$ cat config.mk
export PLATFORM = sky130hd
export DESIGN_NAME = duty_pwm_gen
export DESIGN_NICKNAME = d
export VERILOG_FILES = /design/src/rtl/duty_pwm_pkg.sv /design/src/rtl/duty_pwm_cfg.sv /design/src/rtl/duty_pwm_engine.sv /design/src/rtl/duty_pwm_gen.sv
export SDC_FILE = /design/constraint.sdc
export NUM_CORES = 1
export LEC_CHECK = 0
export ABC_CLOCK_PERIOD_IN_PS = 3050
export BUFFER_PORTS_ARGS = -buffer_cell sky130_fd_sc_hd__buf_4
export CAP_MARGIN = 25
export CORE_MARGIN = 8
export CORE_UTILIZATION = 38
export CTS_CLUSTER_SIZE = 28
export DETAILED_ROUTE_END_ITERATION = 8
export HOLD_SLACK_MARGIN = 0.05
export PLACE_DENSITY = 0.56
export SYNTH_ARGS = -nofsm -noshare
export SYNTH_HDL_FRONTEND = slang
export SYNTH_HIERARCHICAL = 1
export SYNTH_SLANG_ARGS = --single-unit
export TNS_END_PERCENT = 20
$ cat constraint.sdc
create_clock -name clk -period 3.05 [get_ports clk]
set_input_delay 0.305 -clock clk [delete_from_list [all_inputs] [get_ports clk]]
set_output_delay 0.305 -clock clk [all_outputs]
set_load 0.05 [all_outputs]
$ cat src/rtl/duty_pwm_pkg.sv
package duty_pwm_pkg;

    localparam int unsigned PWM_W_DEF = 8;

    typedef enum logic [1:0] {
        SEL_HIGH = 2'd0,
        SEL_LOW  = 2'd1,
        SEL_MODE = 2'd2,
        SEL_NONE = 2'd3
    } reg_sel_e;

    // Decision taken at the end of a pulse-mode phase.
    typedef struct packed {
        logic level;  // output level of the coming phase
        logic hold;   // level is pinned by a zero length
        logic rise;   // output goes 0 -> 1 at this boundary
    } step_t;

    function automatic step_t pick_next(input logic n_zero,
                                        input logic m_zero,
                                        input logic cur_level);
        step_t s;
        if (n_zero) begin
            s.level = 1'b0;
            s.hold  = 1'b1;
        end else if (m_zero) begin
            s.level = 1'b1;
            s.hold  = 1'b1;
        end else begin
            s.level = ~cur_level;
            s.hold  = 1'b0;
        end
        s.rise = s.level & ~cur_level;
        return s;
    endfunction

endpackage

$ cat src/rtl/duty_pwm_cfg.sv
module duty_pwm_cfg
    import duty_pwm_pkg::*;
#(
    parameter int unsigned W = PWM_W_DEF
) (
    input  logic         clk,
    input  logic         rst,
    input  logic         wr_en,
    input  logic [1:0]   wr_sel,
    input  logic [W-1:0] wr_data,
    output logic [W-1:0] hi_val,
    output logic [W-1:0] lo_val,
    output logic         pwm_mode,
    output logic         mode_enter
);

    reg_sel_e sel;
    assign sel = reg_sel_e'(wr_sel);

    assign mode_enter = wr_en && (sel == SEL_MODE) && wr_data[0] && !pwm_mode;

    always_ff @(posedge clk) begin
        if (rst) begin
            hi_val   <= '0;
            lo_val   <= '0;
            pwm_mode <= 1'b0;
        end else if (wr_en) begin
            case (sel)
                SEL_HIGH: hi_val   <= wr_data;
                SEL_LOW:  lo_val   <= wr_data;
                SEL_MODE: pwm_mode <= wr_data[0];
                default:  ;
            endcase
        end
    end

endmodule

$ cat src/rtl/duty_pwm_engine.sv
module duty_pwm_engine
    import duty_pwm_pkg::*;
#(
    parameter int unsigned W = PWM_W_DEF
) (
    input  logic         clk,
    input  logic         rst,
    input  logic         tick,
    input  logic [W-1:0] hi_val,
    input  logic [W-1:0] lo_val,
    input  logic         pwm_mode,
    input  logic         mode_enter,
    output logic         level,
    output logic         irq
);

    localparam logic [W-1:0] ONE = W'(1);

    logic [W-1:0] cnt;
    logic         phase_end;
    step_t        nxt;

    assign phase_end = (cnt <= ONE);
    assign nxt       = pick_next(hi_val == '0, lo_val == '0, level);

    always_ff @(posedge clk) begin
        if (rst) begin
            cnt   <= '0;
            level <= 1'b0;
            irq   <= 1'b0;
        end else begin
            irq <= 1'b0;
            if (mode_enter) begin
                cnt   <= '0;
                level <= 1'b0;
            end else if (tick) begin
                if (pwm_mode) begin
                    if (!phase_end) begin
                        cnt <= cnt - ONE;
                    end else begin
                        level <= nxt.level;
                        irq   <= nxt.rise;
                        if (nxt.hold)
                            cnt <= '0;
                        else
                            cnt <= nxt.level ? hi_val : lo_val;
                    end
                end else begin
                    if (cnt == '0) begin
                        cnt   <= hi_val;
                        level <= ~level;
                        irq   <= ~level;
                    end else begin
                        cnt <= cnt - ONE;
                    end
                end
            end
        end
    end

endmodule

$ cat src/rtl/duty_pwm_gen.sv
module duty_pwm_gen
    import duty_pwm_pkg::*;
#(
    parameter int unsigned W = PWM_W_DEF
) (
    input  logic         clk,
    input  logic         rst,
    input  logic         tick,
    input  logic         wr_en,
    input  logic [1:0]   wr_sel,
    input  logic [W-1:0] wr_data,
    output logic         pwm_out,
    output logic         irq
);

    logic [W-1:0] hi_val;
    logic [W-1:0] lo_val;
    logic         pwm_mode;
    logic         mode_enter;

    duty_pwm_cfg #(.W(W)) u_cfg (
        .clk        (clk),
        .rst        (rst),
        .wr_en      (wr_en),
        .wr_sel     (wr_sel),
        .wr_data    (wr_data),
        .hi_val     (hi_val),
        .lo_val     (lo_val),
        .pwm_mode   (pwm_mode),
        .mode_enter (mode_enter)
    );

    duty_pwm_engine #(.W(W)) u_engine (
        .clk        (clk),
        .rst        (rst),
        .tick       (tick),
        .hi_val     (hi_val),
        .lo_val     (lo_val),
        .pwm_mode   (pwm_mode),
        .mode_enter (mode_enter),
        .level      (pwm_out),
        .irq        (irq)
    );

endmodule

# ---- After elaboration in Yosys (flattened, before gate mapping)
# Index checks and enable logic that the tools add are counted.
dict set report word_totals {
  word_cells 42
  out_inout_bits 2
  register_bits 27
}
dict set report op_classes {
  reduce_logical 15
  n_addsub 1
  n_eq_ne 3
  n_bitwise 3
  muxes 13
  order_cmp 1
}
# op n
set ops {}
lappend ops {{two-way mux 8 bit} 5}
lappend ops {{zero test 8 bit} 3}
lappend ops {{less-or-equal comparator 8 x 1 -> 1 bit, second input constant} 1}
lappend ops {{subtractor 8 x 1 -> 8 bit, second input constant} 1}
lappend ops {{two-way mux 1 bit} 6}
lappend ops {{AND reduction 2 bit} 3}
lappend ops {{two-way mux 2 bit} 2}
lappend ops {{logical AND 1 bit} 3}
lappend ops {{AND reduction 3 bit} 1}
lappend ops {{OR reduction 3 bit} 1}
lappend ops {{== test 2 x 1 -> 1 bit, second input constant} 1}
lappend ops {{== test 2 bit, second input constant} 1}
lappend ops {{zero test 2 bit} 1}
lappend ops {{!= test 2 x 1 -> 1 bit, second input constant} 1}
lappend ops {{inverter 1 bit} 2}
lappend ops {{nonzero test 2 bit} 1}
lappend ops {{OR reduction 2 bit} 1}
lappend ops {{AND 1 bit} 1}
lappend ops {{zero test 1 bit} 1}

# ---- Depth between registers and ports, before layout
# Gate-level depths: netlist of run 1.
dict set report depth {
  word_depth 7
  depth_mapped 7
}

# ---- Cells and area by module
# Netlist of run 1, hierarchy kept.
# mod area_per_inst_um2 instances cells_each
set by_module_without_submodules {}
lappend by_module_without_submodules {duty_pwm_engine 947.2 1 114}
lappend by_module_without_submodules {duty_pwm_cfg 735.7 1 69}

# ---- Worst setup path after synthesis of run 1
# No wires, ideal clock.
dict set report synth_timing {
  path_kind {register -> register}
  from {reg u_engine.cnt[2]}
  to {reg u_engine.cnt[0]}
  setup_slack_ns 0.974
  path_stages_with_launch 7
  t_required_ns 2.947
  t_arrival_ns 1.973
  setup_ns 0.103
  period_less_slack_ns 2.076
  path_cell_list {dfxtp_1 -> buf_6 -> or4_4 -> nor4_4 -> nand3_1 -> o221a_1 -> a2111oi_2}
}
dict set report synth_between {
  elab_chain_cells 3
  word_cells_on_any_way 5
  classes_between {order compare (1); mux (3); reduce/logical (1)}
}
# item line
set synth_rtl {}
lappend synth_rtl {{from (decl)} duty_pwm_engine.sv:19} ;# logic [W-1:0] cnt;
lappend synth_rtl {{from (signal assigned)} duty_pwm_engine.sv:39} ;# cnt <= cnt - ONE;
lappend synth_rtl {{from (signal assigned)} duty_pwm_engine.sv:46} ;# cnt <= nxt.level ? hi_val : lo_val;
lappend synth_rtl {{from (signal assigned)} duty_pwm_engine.sv:50} ;# cnt <= hi_val;
lappend synth_rtl {{less-or-equal comparator 8 x 1 -> 1 bit / zero test 8 bit (equally long branches)} {duty_pwm_engine.sv:23, duty_pwm_engine.sv:49}}
lappend synth_rtl {{two-way mux 8 bit (on tied branches)} {duty_pwm_engine.sv:38, duty_pwm_engine.sv:49}}
lappend synth_rtl {{two-way mux 8 bit *} duty_pwm_engine.sv:37} ;# if (pwm_mode) begin
# Every way passes the cells marked *; elsewhere a longest branch is shown, timed or not.
# A chain may end at the register's enable or synchronous reset.

# ---- Worst setup path in the final report of run 1
dict set report layout_timing {
  from {reg u_engine.cnt[2]}
  to {reg u_engine.irq}
}
dict set report layout_between {
  elab_chain_cells 3
  word_cells_on_any_way 5
  classes_between {order compare (1); mux (3); reduce/logical (1)}
}
# item line
set layout_rtl {}
lappend layout_rtl {{less-or-equal comparator 8 x 1 -> 1 bit / zero test 8 bit (equally long branches)} {duty_pwm_engine.sv:23, duty_pwm_engine.sv:49}}
lappend layout_rtl {{two-way mux 1 bit (on tied branches)} {duty_pwm_engine.sv:38, duty_pwm_engine.sv:49}}
lappend layout_rtl {{two-way mux 1 bit *} duty_pwm_engine.sv:37}
lappend layout_rtl {{to (signal assigned)} duty_pwm_engine.sv:42} ;# irq <= nxt.rise;
lappend layout_rtl {{to (signal assigned)} duty_pwm_engine.sv:52} ;# irq <= ~level;
lappend layout_rtl {{to (decl)} duty_pwm_engine.sv:14} ;# output logic irq
# Marks and branches as above.

==> impl_metrics.toml, run 1 <==
[run_status]
status = "finished clean"

[clock_network]
clk_pin_slew_ns = 0.09
htreeDepth = 1
cts_resized = 0
cts.path.max_buffers = 2
clock_latency_ns = 0.28
cts.sink_count = 27
cts_buffers = 3
cts_tree = "yes"
root_buffer = "clkbuf_8"
postCtsSetupBuffers = 0
cts.hold.buffers_added = 0

[layout]
antennaDiodeCount = 0
fin_area_sq_um = 1871
fillers = 437
utilization_pct = 43.26
drive_gt1_share_pct = 17.44
fin_nets = 213
synthToLayoutAreaGrowth_pct = 11.15

[place]
place_area_sq_um = 1826
hpwl_mm = 3.045
portBuffers = 15
routabilityCongestion = 0.8427

[critical_path]
slowest_delay_ns = 0.64
worstSetupStartpoint = "u_engine/cnt[2]"
critical_path_class = "register to register"
rr_startpoint = "u_engine/cnt[2]"
crit_path_end = "u_engine/irq"
rr_endpoint = "u_engine/irq"
crit_arrival_ns = 2.47
cp.buffers_inverters = 0
cp-start-kind = "register"
critPathSlowestCell = "or4_4"
crit_path_cell_trace = "or4_4, nor4b_4, and2_1, nor2_1, nor4_1"
cp-end-kind = "register"
worstPathRequired_ns = 3.21
crit_fanout = 8
rr_worst_depth = 5
rrSetupSlack_ns = 0.74
cp_top_family = "simple AND/OR/NAND/NOR gates"
path_depth = 5

[synthesis]
synth_top_area_cell = "dfxtp_1"
avgSynthCellArea_sq_um = 9.196
synthArstFlopShare_pct = 0
ys.flop_type = "dfxtp_1"
synth_cell_types = 41
yosysWarnings = 6
synth-edff-count = 0
netlist_area_sq_um = 1683
synth_top_area_share_pct = 32.12
yosysSeqAreaShare_pct = 32.12
syn_inst = 183
synthTopCellsByCount = "27 x dfxtp_1, 26 x nand2b_1, 24 x mux2i_1"
yosysMostFrequentCell = "dfxtp_1"
yosys-top-cells-area = "dfxtp_1 32%, mux2i_1 14%, nand2b_1 9.7%, nor4_1 2.6%, a21oi_1 2.4%"
synth_seq_cells = 27
syn-num-nets = 200

[floorplanning]
io_pins = 16
die_w_um = 82.55
die_h_um = 82.55
die_area_sq_um = 6814
coreArea_sq_um = 4324
start_util_pct = 38.92
rows = 24

[sta]
tightest_slew_ns = 0.4800
fin_crit_ns = 2.308
setup_violations = 0
rsz0062_at_grt = "no"
setup_tns_ns = 0
maxSlewHeadroom_pct = 67.86
period_share_pct = 75.68
fmax_mhz = 433.2
hold_violations = 0
final-max-slew-violation-count = 0
fin_skew_ns = 0.009717

[routing]
totalWireLength_mm = 3.919
avgViaCountPerCell = 5.478
num_vias = 1353
ant_nets = 0
dr.pass1.iters = 4
wl_per_cell_um = 15.87
drt_iter0_drc = 126
drcViolationCount = 0

[global_route]
grt_max_degree = 28
grt_pass1_wl_mm = 6.596
grt_use_total_pct = 12.35
antenna_found_initial = 0
grt_pass1_vias = 1349
grt_overflow = 0

[power_and_ir_drop]
clockPowerShare_pct = 23.7
p_per_area_nw_per_um2 = 463.1
p_switching_uw = 282.5
pwr-share-comb_pct = 28.8
p_total_uw = 866.2
power_frac_seq_pct = 47.4
p_leak_nw = 0.7118
vdd.ir_drop.worst_mv = 0.2138
p_sw_share_pct = 32.62
power.internal_uw = 583.7

[run]
maxCapViolations = 0

[min_path]
hold_path_class = "input pin to register"
power groups by stage:
stage | Clock (mW) | Sequential (mW) | Combinational (mW)
final | 0.205 | 0.411 | 0.250
after global routing | 0.223 | 0.415 | 0.274
after CTS | 0.212 | 0.411 | 0.249
after detailed placement | 0 | 0.419 | 0.248
after global placement | 0 | 0.419 | 0.247
after floorplan | 0 | 0.411 | 0.197
metal layers:
metal	share of wire (%)	track usage [%]	vias to the layer above	wire [um]
li1	-	-	696	-
met1	50	16.69	623	1969
met2	44	19.11	29	1727
met3	4.3	2.489	5	168
met4	1.4	4.138	0	53
met5	0	0	-	0
kinds of logic (layout without fill, tap and decap cells):
kind of cell	count (synthesis)	count (layout)	synth area share [%]
xor gates and xnor gates	3	3	1.562
muxes	24	24	14.28
AOI/OAI and AO/OA	35	35	16.36
and+or+nand+nor	79	79	30.26
adders and majority gates	3	3	2.231
buffers and inverters	12	24	3.197
DFF	27	27	32.12
cell type report:
type / instances / area, sq um / area share (%)
Sequential cell: 27 / 540.5 / 28.90
Clock buffer: 4 / 45.04 / 2.408
Multi-Input combinational cell: 144 / 1089 / 58.19
Inverter: 5 / 18.77 / 1.003
Timing Repair Buffer: 15 / 112.6 / 6.020
Tap cell: 52 / 65.06 / 3.478
sequential cells by signal (all words and copies together), names as in the netlist:
signal          flops
u_engine/level      1
u_cfg/lo_val        8
u_engine/cnt        8
u_cfg/pwm_mode      1
u_cfg/hi_val        8
u_engine/irq        1
stage by stage:
stage,worst slack [ns],std cells,hold WS [ns]
3_5_place_dp,0.7504,243,0.4914
5_1_grt,0.6341,247,0.3226
2_1_floorplan,0.9735,183,0.4604
4_1_cts,0.7271,247,0.3164
3_3_place_gp,0.7096,243,0.4805
6_report,0.7418,247,0.3171
worst min path at each step:
stage | start | to | slack, ns | depth (start not counted)
4_1_cts | wr_data[1] | u_cfg/hi_val[1] | 0.32 | 3
5_1_grt | wr_data[1] | u_cfg/hi_val[1] | 0.32 | 3
2_1_floorplan | u_cfg/lo_val[7] | u_cfg/lo_val[7] | 0.46 | 2
3_3_place_gp | u_cfg/lo_val[7] | u_cfg/lo_val[7] | 0.48 | 2
6_report | wr_data[1] | u_cfg/hi_val[1] | 0.32 | 3
3_5_place_dp | u_cfg/lo_val[7] | u_cfg/lo_val[7] | 0.49 | 2
layout by cell type (no fill, tap or decap), drive strengths merged:
cell / n
a2111oi: 3
or4: 2
clkbuf: 4
nand4: 2
nand2b: 26
nor2: 8
o31ai: 1
o22ai: 2
nor3b: 3
inv: 5
nand3b: 3
or3b: 1
or2: 3
a21oi: 8
a31o: 1
nor3: 1
mux2i: 24
o221a: 4
or3: 4
and2: 2
o21a: 1
buf: 15
a211oi: 4
nor4b: 1
o21ai: 8
a31oi: 1
nand2: 10
xnor2: 3
and3b: 2
nor4: 8
a21bo: 2
nand3: 3
ha: 3
dfxtp: 27
worst register-to-register path, delay by kind of cell, from the launching register on:
family           cells  cell delay, ns
and+or+nand+nor      5            1.81
DFF                  1            0.39
Power figures use the tool's default switching activity.
==> run 2: changes to the inputs <==
Settings changed: ABC_CLOCK_PERIOD_IN_PS 3050 to 2200.
Clock period 3.05 ns to 2.2 ns, I/O delays scaled along.
==> impl_metrics.toml, run 2 (synthesized netlist as in run 1, its figures left out) <==
[layout]
final_common_cell = "dfxtp_1"
drive_gt1_share_pct = 20.90
top_regs = "u_cfg/hi_val x8, u_cfg/lo_val x8, u_engine/cnt x8"
utilization_pct = 44.59
fin_area_sq_um = 1928
antennaDiodeCount = 0
layout.cells.non_filler = 253
mostFrequentLayoutCells = "27 x dfxtp_1, 26 x nand2b_1, 24 x mux2i_1"
synthToLayoutAreaGrowth_pct = 14.57
fin_nets = 219

[critical_path]
rr_worst_depth = 5
rr_endpoint = "u_engine/cnt[2]"
critPathSlowestCell = "or4_4"
crit_arrival_ns = 2.24
critical_path_class = "register to register"
worstPathRequired_ns = 2.37
cp-start-kind = "register"
rrSetupSlack_ns = 0.13
crit_fanout = 5
rr_startpoint = "u_engine/cnt[3]"
slowest_delay_ns = 0.60
cp-end-kind = "register"
crit_path_cell_trace = "or4_4, nor4_4, nand3_1, o221a_2, nor4_2"

[floorplanning]
die_h_um = 82.55
io_pins = 16
die_w_um = 82.55
coreArea_sq_um = 4324
rows = 24
die_area_sq_um = 6814
start_util_pct = 38.92

[sta]
fin_ws_ns = 0.1318
period_share_pct = 94.01
final-max-slew-violation-count = 0
setup_tns_ns = 0
rsz0062_at_grt = "no"
tightest_slew_ns = 0.4535
maxSlewHeadroom_pct = 69.73
hold_violations = 0
fin_crit_ns = 2.068
fin_skew_ns = 0.003245
fmax_mhz = 483.5
whs_ns = 0.2316
setup_violations = 0

[run_status]
status = "finished clean"

[clock_network]
root_buffer = "clkbuf_8"
postCtsSetupBuffers = 0
clock_latency_ns = 0.27
cts_tree = "yes"
clk_pin_slew_ns = 0.09
htreeDepth = 1
cts_buffers = 3
cts.sink_count = 27
cts.path.max_buffers = 2

[power_and_ir_drop]
power_frac_seq_pct = 46.1
clockPowerShare_pct = 22.7
p_switching_uw = 398.7
p_sw_share_pct = 32.42
vdd.ir_drop.worst_mv = 0.3085
p_per_area_nw_per_um2 = 637.8
pwr-share-comb_pct = 31.3
power.internal_uw = 831.0
p_total_mw = 1.230
p_leak_nw = 0.7442

[global_route]
grt-busiest-layer = "met2"
grtUsageMet2_pct = 20.52
antenna_found_initial = 0
grt_pass1_vias = 1425
grt_use_total_pct = 12.53
grtUsageMet1_pct = 16.50
grt_max_degree = 28
globalRouteMet3Util_pct = 1.948
grt_overflow = 0
grt_pass1_wl_mm = 6.817

[routing]
avgViaCountPerCell = 5.561
dr.pass1.iters = 4
ant_nets = 0
drcViolationCount = 0
drt_iter0_drc = 143
wl_per_cell_um = 16.07
totalWireLength_mm = 4.066
num_vias = 1407

[min_path]
hold_path_class = "input pin to register"
min_path_cells = 3
hold_end = "u_cfg/lo_val[6]"
min_from = "wr_data[6]"

[place]
hpwl_mm = 3.186
dp_cells = 249
place_area_sq_um = 1871
pre_cts_slack_ns = 0.04998
portBuffers = 15
routabilityCongestion = 0.7953

[run]
maxCapViolations = 0
==> run 2: critical path, delay by kind of cell, from the launching register on <==
| kind | cells | cell delay (ns) |
|---|---|---|
| AOI/OAI and AO/OA | 1 | 0.27 |
| DFF | 1 | 0.37 |
| and+or+nand+nor | 4 | 1.33 |
==> run 2: cell type report <==
type / instances / area, sq um
clock buffers: 4 / 45.04
repair buffers: 21 / 157.7
flip-flops and latches: 27 / 540.5
well taps: 52 / 65.06
inverters: 5 / 18.77
fillers: 448 / 2396
multi-input cells: 144 / 1101
==> run 2: power by group through the flow <==
stage,clock network (mW),logic (mW),registers (mW)
floorplan,0,0.274,0.569
global placement,0,0.371,0.575
detailed placement,0,0.376,0.577
CTS,0.288,0.378,0.566
global route,0.302,0.421,0.572
finish,0.279,0.384,0.567
==> run 2: routing by layer <==
layer / vias to the layer above / wire (um)
met5: - / 0
met4: 0 / 63
met3: 6 / 124
met2: 35 / 1875
met1: 660 / 2002
li1: 706 / -
==> run 2: repair_timing <==
item,CTS,global route
hold buffers,0,0
resized for setup,0,2
endpoints found under the setup margin,0,5
==> run 2: how the worst max path moves through the flow <==
stage                               start         endpoint  cells after the start
after global routing      u_engine/cnt[0]   u_engine/level                      7
final                     u_engine/cnt[3]  u_engine/cnt[2]                      5
after CTS                 u_engine/cnt[3]  u_engine/cnt[2]                      5
after floorplan           u_engine/cnt[2]  u_engine/cnt[1]                      6
after detailed placement  u_engine/cnt[3]  u_engine/cnt[2]                      5
after global placement    u_engine/cnt[3]  u_engine/cnt[2]                      5
==> run 3: changes to the inputs <==
Settings changed: ABC_CLOCK_PERIOD_IN_PS 2200 to 2290.
Clock period 2.2 ns to 2.29 ns, I/O delays scaled along.
==> impl_metrics.toml, run 3 (synthesized netlist as in run 1, its figures left out) <==
[run_status]
status = "finished clean"

[clock_network]
cts.hold.buffers_added = 0
clk_pin_slew_ns = 0.10
cts_buffers = 3
cts.path.max_buffers = 2
cts.sink_count = 27
htreeDepth = 1
clock_latency_ns = 0.27
cts_tree = "yes"
root_buffer = "clkbuf_8"

[routing]
dr.pass1.iters = 4
avgViaCountPerCell = 5.508
totalWireLength_mm = 3.971
drt_iter0_drc = 151
num_vias = 1388
drcViolationCount = 0
ant_nets = 0
wl_per_cell_um = 15.76

[sta]
fin_crit_ns = 2.096
hold_violations = 0
maxSlewHeadroom_pct = 69.56
fin_skew_ns = 0.0006986
tightest_slew_ns = 0.4547
fmax_mhz = 477.0
period_share_pct = 91.55
setup_tns_ns = 0
whs_ns = 0.2341
final-max-slew-violation-count = 0
setup_violations = 0
rsz0062_at_grt = "no"

[min_path]
hold_path_class = "input pin to register"
min_path_cells = 3

[critical_path]
cp-start-kind = "register"
slowest_delay_ns = 0.57
crit_arrival_ns = 2.26
worstPathRequired_ns = 2.45
critPathSlowestCell = "or4_4"
crit_path_cell_trace = "or4_4, nor4_4, nand3_1, o221a_2, nor4_1"
rr_worst_depth = 5
critical_path_class = "register to register"
crit_fanout = 5
cp-end-kind = "register"

[place]
hpwl_mm = 3.148
portBuffers = 15
routabilityCongestion = 0.8499

[layout]
mostFrequentLayoutCells = "27 x dfxtp_1, 26 x nand2b_1, 24 x mux2i_1"
top_regs = "u_cfg/hi_val x8, u_cfg/lo_val x8, u_engine/cnt x8"
drive_gt1_share_pct = 20.50
synthToLayoutAreaGrowth_pct = 13.83
final_common_cell = "dfxtp_1"
fin_nets = 218
antennaDiodeCount = 0

[global_route]
grt_pass1_vias = 1455
grt_max_degree = 28
antenna_found_initial = 0
grt_use_total_pct = 12.78
grt_overflow = 0
grt_pass1_wl_mm = 6.969

[power_and_ir_drop]
pwr-share-comb_pct = 30.2
clockPowerShare_pct = 24.2
power.internal_uw = 795.9
p_leak_nw = 0.7405
power_frac_seq_pct = 45.6
p_sw_share_pct = 33.13
p_switching_uw = 394.3
vdd.ir_drop.worst_mv = 0.3251
p_per_area_nw_per_um2 = 621.3

[floorplanning]
die_area_sq_um = 6814
rows = 24
die_w_um = 82.55
io_pins = 16
start_util_pct = 38.92
die_h_um = 82.55
coreArea_sq_um = 4324

[run]
maxCapViolations = 0
run 3: final cells by class:
type / count / area (sq um)
Clock buffer: 3 / 41.29
Fill cell: 462 / 2409
Multi-Input combinational cell: 144 / 1091
Clock inverter: 1 / 8.758
Tap cell: 52 / 65.06
Inverter: 5 / 18.77
Sequential cell: 27 / 540.5
Timing Repair Buffer: 20 / 150.1
run 3: repair_timing:
item | 4_1_cts | 5_1_grt
setup endpoints to repair | 0 | 4
gates resized for setup | 0 | 1
setup buffers | 0 | 0
run 3: power groups by stage:
stage,sequential (mW),combinational [mW],clock [mW]
after floorplan,0.547,0.263,0
after global placement,0.550,0.355,0
after detailed placement,0.553,0.355,0
after CTS,0.542,0.357,0.294
after global routing,0.548,0.393,0.321
final,0.542,0.360,0.288
run 3: worst max-delay path, delay by kind of cell, from the launching register on:
family             cells  cell delay [ns]
and+or+nand+nor        4             1.37
AOI/OAI and AO/OA      1             0.26
DFF                    1             0.37
run 3: path summary, 6_finish.rpt:
path	startpoint	end	slack [ns]
worst max register to register	u_engine/cnt[4]	u_engine/cnt[2]	0.19
worst min-delay path	wr_data[7]	u_cfg/lo_val[7]	0.23
worst min register to register	u_cfg/lo_val[4]	u_cfg/lo_val[4]	0.51
worst max-delay path	u_engine/cnt[4]	u_engine/cnt[2]	0.19
run 3: through the flow:
step / cells / power (mW) / area [sq um] / util (%) / setup WS, ns
CTS: 252 / 1.193 / 1913 / 44.24 / 0.1490
global route: 252 / 1.262 / 1916 / 44.30 / 0.0005962
detailed placement: 248 / 0.9074 / 1863 / 43.08 / 0.1738
floorplan: 183 / 0.8099 / 1683 / - / 0.2135
global placement: 248 / 0.9054 / 1863 / 43.08 / 0.1664
finish: 252 / 1.190 / 1916 / 44.30 / 0.1935
run 3: metal layers:
metal / up-vias / global-route usage [%] / wire (um)
li1: 707 / - / -
met1: 649 / 16.91 / 1946
met2: 26 / 20.52 / 1839
met3: 6 / 3.030 / 138
met4: 0 / 2.931 / 46
met5: - / 0 / 0
